$ cat src/rtl/rgmii_txclk_gen.sv
module rgmii_txclk_gen #(
  parameter int CFG_W    = 32,
  parameter int SEL_BIT  = 4,
  parameter int DLY_LSB  = 5,
  parameter int DIV_LSB  = 7,
  parameter int DIV_W    = 3,
  parameter int GATE_BIT = 10,
  parameter int GIG_DIV  = 1,
  parameter int MID_DIV  = 5,
  parameter int SLOW_DIV = 50
) (
  input  logic             clk,
  input  logic             rst_n,
  input  logic             wr_en,
  input  logic [CFG_W-1:0] wr_data,
  input  logic             par0_tick,
  input  logic             par1_tick,
  input  logic [1:0]       spd,
  output logic             tx_clk,
  output logic             clk_valid
);
  localparam int SC_W = $clog2(SLOW_DIV);

  logic [CFG_W-1:0] cfg_q;
  logic             a_sel;
  logic [DIV_W-1:0] a_div, dcnt, nlast;
  logic [1:0]       a_spd, a_dly, vst;
  logic [SC_W-1:0]  scnt, slast;
  logic [2:0]       hist;
  logic             raw, pre, g_act, tx_q;

  wire tick   = a_sel ? par1_tick : par0_tick;
  assign nlast = (a_div == '0) ? '0 : a_div - 1'b1;
  wire pulse  = tick && (dcnt >= nlast);
  wire wrap   = pulse && (scnt >= slast);
  wire commit = wrap && !raw;

  always_comb begin
    case (a_spd)
      2'b00:   slast = SC_W'(SLOW_DIV - 1);
      2'b01:   slast = SC_W'(MID_DIV - 1);
      default: slast = SC_W'(GIG_DIV - 1);
    endcase
  end

  always_comb begin
    case (a_dly)
      2'd0:    pre = raw;
      2'd1:    pre = hist[0];
      2'd2:    pre = hist[1];
      default: pre = hist[2];
    endcase
  end

  assign tx_clk    = pre & g_act;
  assign clk_valid = (vst == 2'd2) && cfg_q[GATE_BIT];

  always_ff @(posedge clk) begin
    if (!rst_n) begin
      cfg_q <= '0;
      a_sel <= 1'b0;
      a_div <= '0;
      a_spd <= 2'b00;
      a_dly <= 2'b00;
      dcnt  <= '0;
      scnt  <= '0;
      raw   <= 1'b0;
      hist  <= '0;
      g_act <= 1'b0;
      tx_q  <= 1'b0;
      vst   <= 2'd0;
    end else begin
      if (wr_en) cfg_q <= wr_data;
      if (tick) dcnt <= pulse ? '0 : dcnt + 1'b1;
      if (pulse) begin
        hist <= {hist[1:0], raw};
        scnt <= wrap ? '0 : scnt + 1'b1;
        if (wrap) raw <= ~raw;
      end
      if (commit) begin
        a_sel <= cfg_q[SEL_BIT];
        a_div <= cfg_q[DIV_LSB +: DIV_W];
        a_spd <= spd;
        a_dly <= cfg_q[DLY_LSB +: 2];
      end
      if (!pre) g_act <= cfg_q[GATE_BIT];
      tx_q <= tx_clk;
      if (!cfg_q[GATE_BIT]) vst <= 2'd0;
      else if (tx_clk && !tx_q && vst != 2'd2) vst <= vst + 1'b1;
    end
  end

  p_reset_clear_r10: assert property (@(posedge clk)
    !rst_n |=> (cfg_q == '0 && !tx_clk && !clk_valid));

  p_toggle_on_pulse_r2: assert property (@(posedge clk) disable iff (!rst_n)
    !$stable(raw) |-> $past(pulse));

  p_rise_needs_gate_r4: assert property (@(posedge clk) disable iff (!rst_n)
    $rose(tx_clk) |-> $past(cfg_q[GATE_BIT]));

  p_gate_off_stays_low_r4: assert property (@(posedge clk) disable iff (!rst_n)
    (!cfg_q[GATE_BIT] && !tx_clk) |=> !tx_clk);

  p_commit_at_rise_r7: assert property (@(posedge clk) disable iff (!rst_n)
    (!$stable(a_spd) || !$stable(a_div) || !$stable(a_dly) || !$stable(a_sel)) |-> $rose(raw));

  p_gate_change_low_r8: assert property (@(posedge clk) disable iff (!rst_n)
    !$stable(g_act) |-> !$past(pre));

  p_valid_after_edge_r9: assert property (@(posedge clk) disable iff (!rst_n)
    $rose(clk_valid) |-> $past(tx_clk));
endmodule

$ cat config.mk
export PLATFORM = sky130hd
export DESIGN_NAME = rgmii_txclk_gen
export DESIGN_NICKNAME = d
export VERILOG_FILES = /design/src/rtl/rgmii_txclk_gen.sv
export SDC_FILE = /design/constraint.sdc
export NUM_CORES = 1
export LEC_CHECK = 0
export ABC_AREA = 1
export ABC_CLOCK_PERIOD_IN_PS = 1850
export BUFFER_PORTS_ARGS = -buffer_cell sky130_fd_sc_hd__buf_4
export CORE_MARGIN = 4
export CORE_UTILIZATION = 48
export CTS_CLUSTER_DIAMETER = 100
export CTS_CLUSTER_SIZE = 8
export DETAILED_ROUTE_END_ITERATION = 8
export PLACE_DENSITY = 0.81
export SKIP_LAST_GASP = 1
export SYNTH_ARGS = -nofsm -noshare
export SYNTH_HDL_FRONTEND = slang
export SYNTH_SLANG_ARGS = --single-unit
export TNS_END_PERCENT = 10
$ cat constraint.sdc
create_clock -name clk -period 1.85 [get_ports clk]
set_clock_uncertainty 0.1 [all_clocks]
set_input_delay 0.0925 -clock clk [delete_from_list [all_inputs] [get_ports clk]]
set_output_delay 0.0925 -clock clk [all_outputs]
set_load 0.01 [all_outputs]
== Word level (Yosys, flattened, before mapping) ==
Cells that the tools add are included.

* Register bits: 36
* Logic and storage cells: 44

* Add/sub/neg operators: 4
* Magnitude comparators: 2
* Equality and inequality tests: 5
* Muxes and demuxes: 6
* Bitwise operators: 2
* Reduce and logical (&&, ||, !) cells: 13

{| class="wikitable"
|+ Operators by type and width
! kind !! count
|-
| 6-bit case mux with 2 select lines || 1
|-
| 6-bit by 1-bit adder with 6-bit output, second input constant || 1
|-
| 6-bit greater-or-equal comparator || 1
|-
| 1-bit logical AND || 6
|-
| 3-bit 2-to-1 mux || 2
|-
| 6-bit 2-to-1 mux || 1
|-
| 2-bit by 1-bit == test with 1-bit output, second input constant || 2
|-
| 2-bit == test, second input constant || 2
|-
| 2-bit zero test || 2
|-
| 2-bit AND reduction || 2
|-
| 3-bit by 1-bit adder with 3-bit output, second input constant || 1
|-
| 3-bit greater-or-equal comparator || 1
|-
| 3-bit zero test || 1
|-
| 1-bit case mux with 3 select lines || 1
|-
| 3-bit by 1-bit subtractor with 3-bit output, second input constant || 1
|-
| 2-bit by 1-bit adder with 2-bit output, second input constant || 1
|-
| 1-bit zero test || 2
|-
| 2-bit != test, second input constant || 1
|-
| 1-bit bitwise AND || 1
|-
| 1-bit 2-to-1 mux || 1
|-
| 1-bit inverter || 1
|}

== Logic depth before layout (Yosys ltp) ==
Gate-level depths: netlist of run 1.

* Depth after elaboration: 6
* Mapped depth: 13
* Mapped depth without buffers: 12

== Worst setup path after synthesis of run 1 ==
No wires, ideal clock.

* Kind: flip-flop to flip-flop
* Start point: reg a_div[0]
* End point: reg a_dly[0]
* Setup time: 0.064 ns
* Arrival time: 1.663 ns
* Required time: 1.686 ns
* Setup slack: 0.023 ns
* Stages on the path, launching flop included: 14
* Path buffers: 1
* Period minus slack after synthesis: 1.827 ns
* Path through: dfxtp_1 > nor2_1 > inv_1 > ha_1 > inv_1 > ha_1 > a21oi_2 > nand3_2 > nand2_4 > inv_4 > buf_8 > nand4_1 > nand2_1 > nor2_1

* Cells in the longest elaborated chain, start to end: 6

{| class="wikitable"
|+ Ends and longest elaborated chain
! element !! line !! text
|-
| from (decl) || 26 || <nowiki>logic [DIV_W-1:0] a_div, dcnt, nlast;</nowiki>
|-
| from (signal assigned) || 82 || <nowiki>a_div <= cfg_q[DIV_LSB +: DIV_W];</nowiki>
|-
| 3-bit by 1-bit subtractor with 3-bit output / 3-bit zero test (equally long branches) || 33 || <nowiki>assign nlast = (a_div == '0) ? '0 : a_div - 1'b1;</nowiki>
|-
| 3-bit 2-to-1 mux (*) || 33 ||
|-
| 3-bit greater-or-equal comparator (*) || 34 || <nowiki>wire pulse = tick && (dcnt >= nlast);</nowiki>
|-
| 1-bit logical AND (*) || 34 ||
|-
| 1-bit logical AND (*) || 35 || <nowiki>wire wrap = pulse && (scnt >= slast);</nowiki>
|-
| 1-bit logical AND (*) || 36 || <nowiki>wire commit = wrap && !raw;</nowiki>
|-
| to (signal assigned) || 84 || <nowiki>a_dly <= cfg_q[DLY_LSB +: 2];</nowiki>
|-
| to (decl) || 27 || <nowiki>logic [1:0] a_spd, a_dly, vst;</nowiki>
|}

Every way passes the cells marked *; elsewhere a longest branch is shown, timed or not.
A chain may end at the register's enable or synchronous reset.

== Worst setup path after layout of run 1 ==
* Start point: reg a_div[1]
* End point: reg scnt[1]

* Cells in the longest elaborated chain, start to end: 6

{| class="wikitable"
|+ Ends and longest elaborated chain
! element !! line !! text
|-
| 3-bit by 1-bit subtractor with 3-bit output / 3-bit zero test (equally long branches) || 33 ||
|-
| 3-bit 2-to-1 mux (*) || 33 ||
|-
| 3-bit greater-or-equal comparator (*) || 34 ||
|-
| 1-bit logical AND (*) || 34 ||
|-
| 1-bit logical AND || 35 ||
|-
| 6-bit 2-to-1 mux || 77 || <nowiki>scnt <= wrap ? '0 : scnt + 1'b1;</nowiki>
|-
| to (signal assigned) || 77 ||
|-
| to (decl) || 28 || <nowiki>logic [SC_W-1:0] scnt, slast;</nowiki>
|}

Marks and branches as above.

==> results.sh, run 1 <==
export IMPL_ys_flop_type="dfxtp_1"
export IMPL_netlist_instances=242
export IMPL_num_rows=21
export IMPL_critPathRequiredTime_ns=2.01
export IMPL_rrSetupSlack_ns=-0.03
export IMPL_async_flop_share_pct=0
export IMPL_cp_startpoint="a_div[1]"
export IMPL_drtIter0Drc=43
export IMPL_worst_slack_ns=-0.0311
export IMPL_syn2layout_area_growth_pct=26.9
export IMPL_outcome="finished with violations"
export IMPL_post_route_period_util_pct=102
export IMPL_cts_buffer_depth=2
export IMPL_whs_path_depth=5
export IMPL_cts_root_buf="clkbuf_4"
export IMPL_wirelength_mm=3.77
export IMPL_port_buffers=15
export IMPL_setup_viol_count_final=8
export IMPL_synth_xor_area_share_pct=1.02
export IMPL_clk_latency_ns=0.33
export IMPL_hp_class="in -> reg"
export IMPL_synthAdderAreaFrac_pct=8.71
export IMPL_grt_start_max_net_pins=23
export IMPL_grt_pass1_vias=1513
export IMPL_powerDensity_nw_per_um2=591
export IMPL_layout_nets=333
export IMPL_synth_compound_area_share_pct=10.7
export IMPL_start_util_pct=50.9
export IMPL_clk_pin_slew_ns=0.10
export IMPL_coreArea_um2=3390
export IMPL_rr_startpoint="a_div[1]"
export IMPL_cts_made_buffers=5
export IMPL_power_uw=1290
export IMPL_cp_arrival_ns=2.04
export IMPL_violations="setup timing"
export IMPL_antenna_found_initial=0
export IMPL_drive_gt1_share_pct=21.2
export IMPL_synth_cell_type_count=29
export IMPL_vias=1629
export IMPL_start_kind="register"
export IMPL_synth_top_family_by_area="simple AND/OR/NAND/NOR gates"
export IMPL_cts_sinks=32
export IMPL_synth_nets=293
export IMPL_worst_pin_slew_ns=0.341
export IMPL_rsz0062_at_grt="yes"
export IMPL_drc=0
export IMPL_die_w_um=67.9
export IMPL_syn_area_um2=1720
export IMPL_crit_fanout=19
export IMPL_pre_cts_ws_ns=-0.0960
export IMPL_drtPass1Iterations=4
export IMPL_period_minus_slack_ns=1.88
export IMPL_yosysWarnings=0
export IMPL_endpoint="scnt[1]"
export IMPL_final_hold_viol_count=0
export IMPL_grt_usage_pct=17.9
export IMPL_fin_util_pct=64.6
export IMPL_cts_tree="yes"
export IMPL_place_congestion=0.771
export IMPL_antenna_left=0
export IMPL_synth_edf_count=0
export IMPL_synth_area_mux_share_pct=0
export IMPL_die_y_um=67.9
export IMPL_max_freq_mhz=532
export IMPL_yosysSeqAreaShare_pct=37.2
export IMPL_drv_cap=0
export IMPL_worstRegToRegCells=12
export IMPL_p_leak_uw=0.00105
export IMPL_r2r_end="scnt[1]"
export IMPL_dp_hpwl_mm=2.43
export IMPL_ios=41
export IMPL_grt_first_pass_wirelength_mm=6.27
export IMPL_crit_type="reg -> reg"
export IMPL_vias_per_cell=4.95
export IMPL_max_slew_margin_pct=77.1
export IMPL_vdd_drop_max_mv=0.424
export IMPL_antenna_cells=0
export IMPL_syn_area_per_cell_um2=7.12
export IMPL_synth_seq_cells=32
export IMPL_critPathCaptureType="register"
export IMPL_die_area_um2=4620
export IMPL_htreeDepth=2
export IMPL_yosys_area_share_simple_pct=28.8
export IMPL_post_drt_wl_per_cell_um=11.4
export IMPL_slew_violations=0
export IMPL_grt_overflow=0
-- report_power, final --
part | leakage, uW | internal [uW] | switching (uW) | total (uW)
registers | 0.000262 | 710 | 10.9 | 721
logic | 0.000751 | 68.9 | 79.8 | 149
clock network | 0.0000326 | 188 | 236 | 424
-- metal layers --
metal | part of all wire [%] | GRT usage [%] | routed length [um]
met1 | 44 | 18.9 | 1640
met2 | 51 | 33.0 | 1930
met3 | 3.4 | 4.11 | 129
met4 | 1.7 | 8.68 | 64
met5 | 0 | 0 | 0
-- worst min-delay path by stage --
stage | from | end | slack (ns)
2_1_floorplan | wr_data[10] | cfg_q[10] | 0.13
3_3_place_gp | wr_data[10] | cfg_q[10] | 0.22
4_1_cts | spd[1] | a_spd[1] | 0.01
5_1_grt | spd[1] | a_spd[1] | 0.04
6_report | spd[1] | a_spd[1] | 0.02
3_5_place_dp | wr_data[10] | cfg_q[10] | 0.24
-- per-stage QoR --
stage               instance area [um^2]  TNS, ns  std cells  hold slack (ns)
floorplan                           1720        0        242            0.127
global placement                    1940  -0.0741        307            0.221
detailed placement                  1940    -1.18        307            0.239
CTS                                 2160  -0.0126        328           0.0125
global route                        2190    -2.41        329           0.0420
finish                              2190   -0.109        329           0.0153
-- what timing repair did --
item | 4_1_cts | 5_1_grt
gates cloned | 1 | 1
pin swaps | 8 | 4
buffers inserted | 2 | 0
hold buffers | 10 | 0
gates resized for setup | 14 | 5
endpoints found under the hold margin | 9 | 0
endpoints found under the setup margin | 20 | 21
-- flip-flops by register name, indices dropped and copies added, names as in the netlist, 2 cells and up --
name,count
a_div,3
a_dly,2
a_spd,2
cfg_q,7
dcnt,3
hist,3
scnt,6
vst,2
-- area by class of cell --
class / count / area [um^2]
fill: 272 / 1200
multi-input combinational: 156 / 910
sequential: 32 / 643
timing repair buffer: 38 / 327
inverter: 49 / 193
clock buffer: 8 / 58.8
tap: 46 / 57.6
-- cell usage after synthesis, drive strengths merged (2+ instances only) --
| cell | n | share of area [%] |
|---|---|---|
| nand2 | 52 | 12 |
| inv | 47 | 10 |
| dfxtp | 32 | 37 |
| nor2 | 29 | 6.3 |
| a21oi | 21 | 6.7 |
| ha | 12 | 8.7 |
| nand3 | 12 | 4.1 |
| nand4 | 12 | 5.2 |
| o21ai | 11 | 3.2 |
| buf | 3 | 2.0 |
| clkbuf | 3 | 0.73 |
| clkinv | 2 | 0.51 |
| nor3 | 2 | 0.87 |
-- placed cells by master, fill, tap and decap left out, types with 2 or more instances in the layout --
| cell type | n |
|---|---|
| dfxtp_2 | 2 |
| o21ai_0 | 10 |
| inv_1 | 44 |
| nand4_1 | 11 |
| nand2_2 | 2 |
| clkbuf_1 | 2 |
| dfxtp_1 | 30 |
| nand3_1 | 10 |
| nand2_4 | 4 |
| nand2_1 | 46 |
| a21oi_2 | 3 |
| nand3_2 | 2 |
| nor2_1 | 25 |
| buf_4 | 26 |
| a21oi_1 | 18 |
| inv_2 | 2 |
| clkbuf_4 | 5 |
| nor2_2 | 3 |
| ha_1 | 10 |
| dlygate4sd3_1 | 10 |
-- cell families after synthesis --
logic type | count (synthesis)
XOR/XNOR | 2
AND/OR/NAND/NOR | 107
adder cells (fa/ha/maj) | 12
flip-flops | 32
AO/OA/AOI/OAI | 34
buffers and inverters | 55
-- critical path, stage by stage (launching register included) --
cell and delay (ns):
dfxtp_2 0.36, nor2_4 0.04, buf_4 0.12, ha_1 0.17, nor2_1 0.10, ha_1 0.23
nand3_1 0.09, nand3_2 0.10, nand2_4 0.13, inv_8 0.08, nand2_4 0.08, nand2_4 0.06
nor3_2 0.15
No activity file was read; power rests on OpenSTA's default activity.
==> run 2: changes to the inputs <==
--- a/config.mk
+++ b/config.mk
@@ -14,6 +14,7 @@
 export CTS_CLUSTER_SIZE = 8
 export DETAILED_ROUTE_END_ITERATION = 8
 export PLACE_DENSITY = 0.81
+export SKIP_CTS_REPAIR_TIMING = 1
 export SKIP_LAST_GASP = 1
 export SYNTH_ARGS = -nofsm -noshare
 export SYNTH_HDL_FRONTEND = slang
==> run 2 against run 1 <==
The run ends with hold timing, setup timing left. Hold slack worse by 0.041 ns. Setup slack worse by 0.030 ns. Power is 0.59% lower. Clock power hardly changed. Critical path depth stayed put. Register-to-register slack worse by 0.03 ns. Sequential power hardly changed. Die area stayed put. Critical endpoint is now a_div[1].
==> results.sh, run 2 (synthesized netlist as in run 1, its figures left out) <==
export IMPL_outcome="finished with violations"
export IMPL_violations="hold timing, setup timing"
export IMPL_die_w_um=67.9
export IMPL_cts_buffer_depth=2
export IMPL_drv_cap=0
export IMPL_layout_nets=330
export IMPL_port_buffers=15
export IMPL_cts_root_buf="clkbuf_4"
export IMPL_dp_hpwl_mm=2.43
export IMPL_wl_met1_mm=1.66
export IMPL_crit_fanout=4
export IMPL_drc=0
export IMPL_htreeDepth=2
export IMPL_fin_util_pct=63.7
export IMPL_rsz0062_at_grt="yes"
export IMPL_hp_class="in -> reg"
export IMPL_critPathCaptureType="register"
export IMPL_clk_pin_slew_ns=0.10
export IMPL_wl_met2_mm=1.88
export IMPL_die_y_um=67.9
export IMPL_drtPass1Iterations=6
export IMPL_layout_common_cells="46 x nand2_1, 43 x inv_1, 29 x dfxtp_1"
export IMPL_worst_slack_ns=-0.0615
export IMPL_stdcell_count=326
export IMPL_top_register="cfg_q"
export IMPL_die_area_um2=4620
export IMPL_max_slew_margin_pct=77.1
export IMPL_final_hold_viol_count=2
export IMPL_post_drt_wl_per_cell_um=11.4
export IMPL_wirelength_mm=3.72
export IMPL_cts_made_buffers=5
export IMPL_setup_viol_count_final=13
export IMPL_grt_pass1_vias=1394
export IMPL_postPlaceCellArea_um2=1940
export IMPL_ios=41
export IMPL_fin_area_um2=2160
export IMPL_start_kind="register"
export IMPL_vdd_drop_max_mv=0.445
export IMPL_max_freq_mhz=523
export IMPL_reg_largest_list="cfg_q (7), scnt (6)"
export IMPL_place_congestion=0.771
export IMPL_holdWs_ns=-0.0258
export IMPL_num_rows=21
export IMPL_antenna_cells=0
export IMPL_antenna_found_initial=0
export IMPL_period_minus_slack_ns=1.91
export IMPL_grt_usage_pct=16.1
export IMPL_regArea_um2=644
export IMPL_dp_cells=307
export IMPL_grt_overflow=0
export IMPL_grt_start_max_net_pins=23
export IMPL_cts_sinks=32
export IMPL_start_util_pct=50.9
export IMPL_cts_tree="yes"
export IMPL_largest_reg_flops=7
export IMPL_coreArea_um2=3390
export IMPL_worst_pin_slew_ns=0.342
export IMPL_grt_first_pass_wirelength_mm=5.66
export IMPL_final_common_cell="nand2_1"
export IMPL_multiInputGateArea_um2=911
export IMPL_crit_type="reg -> reg"
export IMPL_vias=1602
export IMPL_syn2layout_area_growth_pct=25.2
export IMPL_post_route_period_util_pct=103
export IMPL_route_met3_wl_um=120
export IMPL_powerDensity_nw_per_um2=596
export IMPL_top_layer_used="met4"
export IMPL_vias_per_cell=4.91
export IMPL_antenna_left=0
export IMPL_cp_arrival_ns=2.07
export IMPL_critPathRequiredTime_ns=2.01
export IMPL_clk_latency_ns=0.33
export IMPL_drtIter0Drc=33
export IMPL_n_fill_cell=279
export IMPL_slew_violations=0
export IMPL_drive_gt1_share_pct=22.1
export IMPL_p_leak_uw=0.00104
run 2: cell types whose count changed in the layout (fill, tap and decap cells not counted), moves of 2 or more:
cell,change
dlygate4sd3_1,-3
nand2_4,-3
nand2_2,+3
nor2_2,-2
run 2: power by group:
group | total [uW] | switching, uW | internal, uW
combinational | 141 | 77.5 | 63.9
clock | 423 | 235 | 188
sequential | 721 | 11.1 | 710
total | 1290 | 324 | 962
run 2: routing by layer:
layer  vias to the layer above  global-route usage (%)
li1                        837                       -
met1                       727                    17.7
met2                        31                    29.0
met3                         7                    3.12
met4                         0                    7.94
met5                         -                       0
run 2: worst max-delay path, cell delays in order (launching register included):
cell,delay (ns)
dfxtp_2,0.35
nor2_4,0.11
inv_1,0.06
nor2_1,0.08
a21oi_1,0.06
ha_1,0.32
nand3_1,0.13
nand3_2,0.14
buf_4,0.14
nand4_2,0.14
nand2_1,0.10
inv_1,0.04
nor2_1,0.08
run 2: final cells by class:
class / count / area share, %
Tap cell: 46 / 2.67
Multi-Input combinational cell: 156 / 42.2
Sequential cell: 32 / 29.9
Timing Repair Buffer: 35 / 13.6
Inverter: 49 / 8.93
Clock buffer: 8 / 2.72
run 2: final timing paths:
kind,start,end,slack (ns),cells after the start
max,a_div[1],a_div[1],-0.06,12
min,wr_data[5],cfg_q[5],-0.03,3
max reg2reg,a_div[1],a_div[1],-0.06,12
min reg2reg,cfg_q[6],cfg_q[6],0.36,2
run 2: through the flow:
stage	hold WS, ns	TNS, ns	setup WS, ns	total power, uW
floorplan	0.127	0	0.0231	817
global route	0.00916	-2.46	-0.160	1340
finish	-0.0258	-0.428	-0.0615	1290
CTS	-0.102	-1.55	-0.123	1270
global placement	0.221	-0.0741	-0.0206	851
detailed placement	0.239	-1.18	-0.0960	857
==> run 3: changes to the inputs <==
--- a/config.mk
+++ b/config.mk
@@ -13,7 +13,9 @@
 export CTS_CLUSTER_DIAMETER = 100
 export CTS_CLUSTER_SIZE = 8
 export DETAILED_ROUTE_END_ITERATION = 8
+export GPL_TIMING_DRIVEN = 0
 export PLACE_DENSITY = 0.81
+export REMOVE_ABC_BUFFERS = 1
 export SKIP_CTS_REPAIR_TIMING = 1
 export SKIP_LAST_GASP = 1
 export SYNTH_ARGS = -nofsm -noshare
==> run 3 against run 2 <==
The run still ends with hold timing, setup timing left. Die area is the same. Count of clock-buffer cells in the layout shrank 2. Utilization shrank 1.9 points. Register-to-register slack is essentially flat. Power shrank 4.0%. Critical path type unchanged. Largest power group unchanged. Highest routed layer unchanged.
==> results.sh, run 3 (synthesized netlist as in run 1, its figures left out) <==
export IMPL_post_route_period_util_pct=103
export IMPL_hp_class="in -> reg"
export IMPL_largest_reg_flops=7
export IMPL_crit_type="reg -> reg"
export IMPL_port_buffers=15
export IMPL_worst_slack_ns=-0.0474
export IMPL_clk_pin_slew_ns=0.10
export IMPL_cts_buffer_depth=2
export IMPL_fin_area_um2=2090
export IMPL_setup_viol_count_final=15
export IMPL_antenna_cells=0
export IMPL_powerDensity_nw_per_um2=589
export IMPL_fin_util_pct=61.8
export IMPL_final_common_cell="nand2_1"
export IMPL_outcome="finished with violations"
export IMPL_violations="hold timing, setup timing"
export IMPL_drive_gt1_share_pct=18.9
export IMPL_die_area_um2=4620
export IMPL_crit_fanout=9
export IMPL_drtIter0Drc=53
export IMPL_reg_largest_list="cfg_q (7), scnt (6)"
export IMPL_n_fill_cell=291
export IMPL_final_hold_viol_count=1
export IMPL_layout_common_cells="47 x nand2_1, 44 x inv_1, 30 x dfxtp_1"
export IMPL_place_congestion=0.774
export IMPL_grt_overflow=0
export IMPL_num_rows=21
export IMPL_grt_usage_pct=15.4
export IMPL_start_util_pct=50.9
export IMPL_antenna_left=0
export IMPL_worst_pin_slew_ns=0.330
export IMPL_slew_violations=0
export IMPL_period_minus_slack_ns=1.90
export IMPL_rsz0062_at_grt="yes"
export IMPL_ios=41
export IMPL_critPathRequiredTime_ns=2.02
export IMPL_worstRegToRegCells=11
export IMPL_start_kind="register"
export IMPL_cts_root_buf="clkbuf_4"
export IMPL_drv_cap=0
export IMPL_vdd_drop_max_mv=0.474
export IMPL_whs_path_depth=5
export IMPL_cts_tree="yes"
export IMPL_dp_hpwl_mm=2.23
export IMPL_htreeDepth=2
export IMPL_drc=0
export IMPL_die_w_um=67.9
export IMPL_grt_start_max_net_pins=23
export IMPL_vias_per_cell=4.98
export IMPL_coreArea_um2=3390
export IMPL_top_register="cfg_q"
export IMPL_critPathCaptureType="register"
export IMPL_grt_pass1_vias=1329
export IMPL_die_y_um=67.9
export IMPL_cp_arrival_ns=2.06
export IMPL_cts_made_buffers=5
export IMPL_max_slew_margin_pct=77.8
export IMPL_max_freq_mhz=527
export IMPL_drtPass1Iterations=4
export IMPL_post_drt_wl_per_cell_um=11.4
export IMPL_antenna_found_initial=0
export IMPL_vias=1597
export IMPL_p_leak_uw=0.00100
export IMPL_holdWs_ns=-0.00401
export IMPL_stdcell_count=321
export IMPL_postPlaceCellArea_um2=1850
export IMPL_cts_sinks=32
export IMPL_wirelength_mm=3.65
export IMPL_clk_latency_ns=0.33
export IMPL_dp_cells=297
export IMPL_grt_first_pass_wirelength_mm=5.42
export IMPL_layout_nets=326
export IMPL_syn2layout_area_growth_pct=21.5
-- run 3: final cells by class --
cell class	count	area, um^2	area share, %
Multi-Input combinational cell	156	888	42.4
Tap cell	46	57.6	2.75
Timing Repair Buffer	31	269	12.8
Clock buffer	6	41.3	1.97
Sequential cell	32	643	30.7
Clock inverter	1	5.00	0.239
Inverter	49	190	9.08
-- run 3: per-layer routing --
layer  up-vias  GRT usage (%)  wire length [um]
met3         8           3.61               133
met4         0           7.44                60
met1       729           17.9              1570
li1        829              -                 -
met2        31           26.4              1880
met5         -              0                 0
-- run 3: worst paths after layout --
| kind | slack [ns] | startpoint | endpoint |
|---|---|---|---|
| max | -0.05 | a_spd[1] | scnt[0] |
| min | -0.004 | spd[1] | a_spd[1] |
| max reg2reg | -0.05 | a_spd[1] | scnt[0] |
| min reg2reg | 0.36 | cfg_q[8] | cfg_q[8] |
-- run 3: per-stage QoR --
step / hold slack [ns] / setup TNS, ns / power, uW / setup WS, ns
floorplan: 0.114 / 0 / 806 / 0.00775
global placement: 0.217 / -1.80 / 847 / -0.160
detailed placement: 0.219 / -2.78 / 851 / -0.227
CTS: -0.124 / -3.29 / 1210 / -0.255
global route: 0.00203 / -2.25 / 1290 / -0.157
finish: -0.00401 / -0.245 / 1230 / -0.0474
-- run 3: report_power, final --
part / leakage, uW / internal [uW] / switching (uW) / total (uW)
combinational: 0.000710 / 61.9 / 74.6 / 137
clock: 0.0000281 / 140 / 234 / 374
sequential: 0.000262 / 710 / 13.3 / 723
-- run 3: critical path: stages, from the launching register on --
cell,delay (ns)
dfxtp_1,0.33
nor2_2,0.13
inv_1,0.07
ha_1,0.29
nand2_1,0.11
nor2_1,0.06
nor2_1,0.17
nand2_4,0.14
buf_12,0.16
nand2_2,0.07
nand2_2,0.08
a21oi_2,0.12
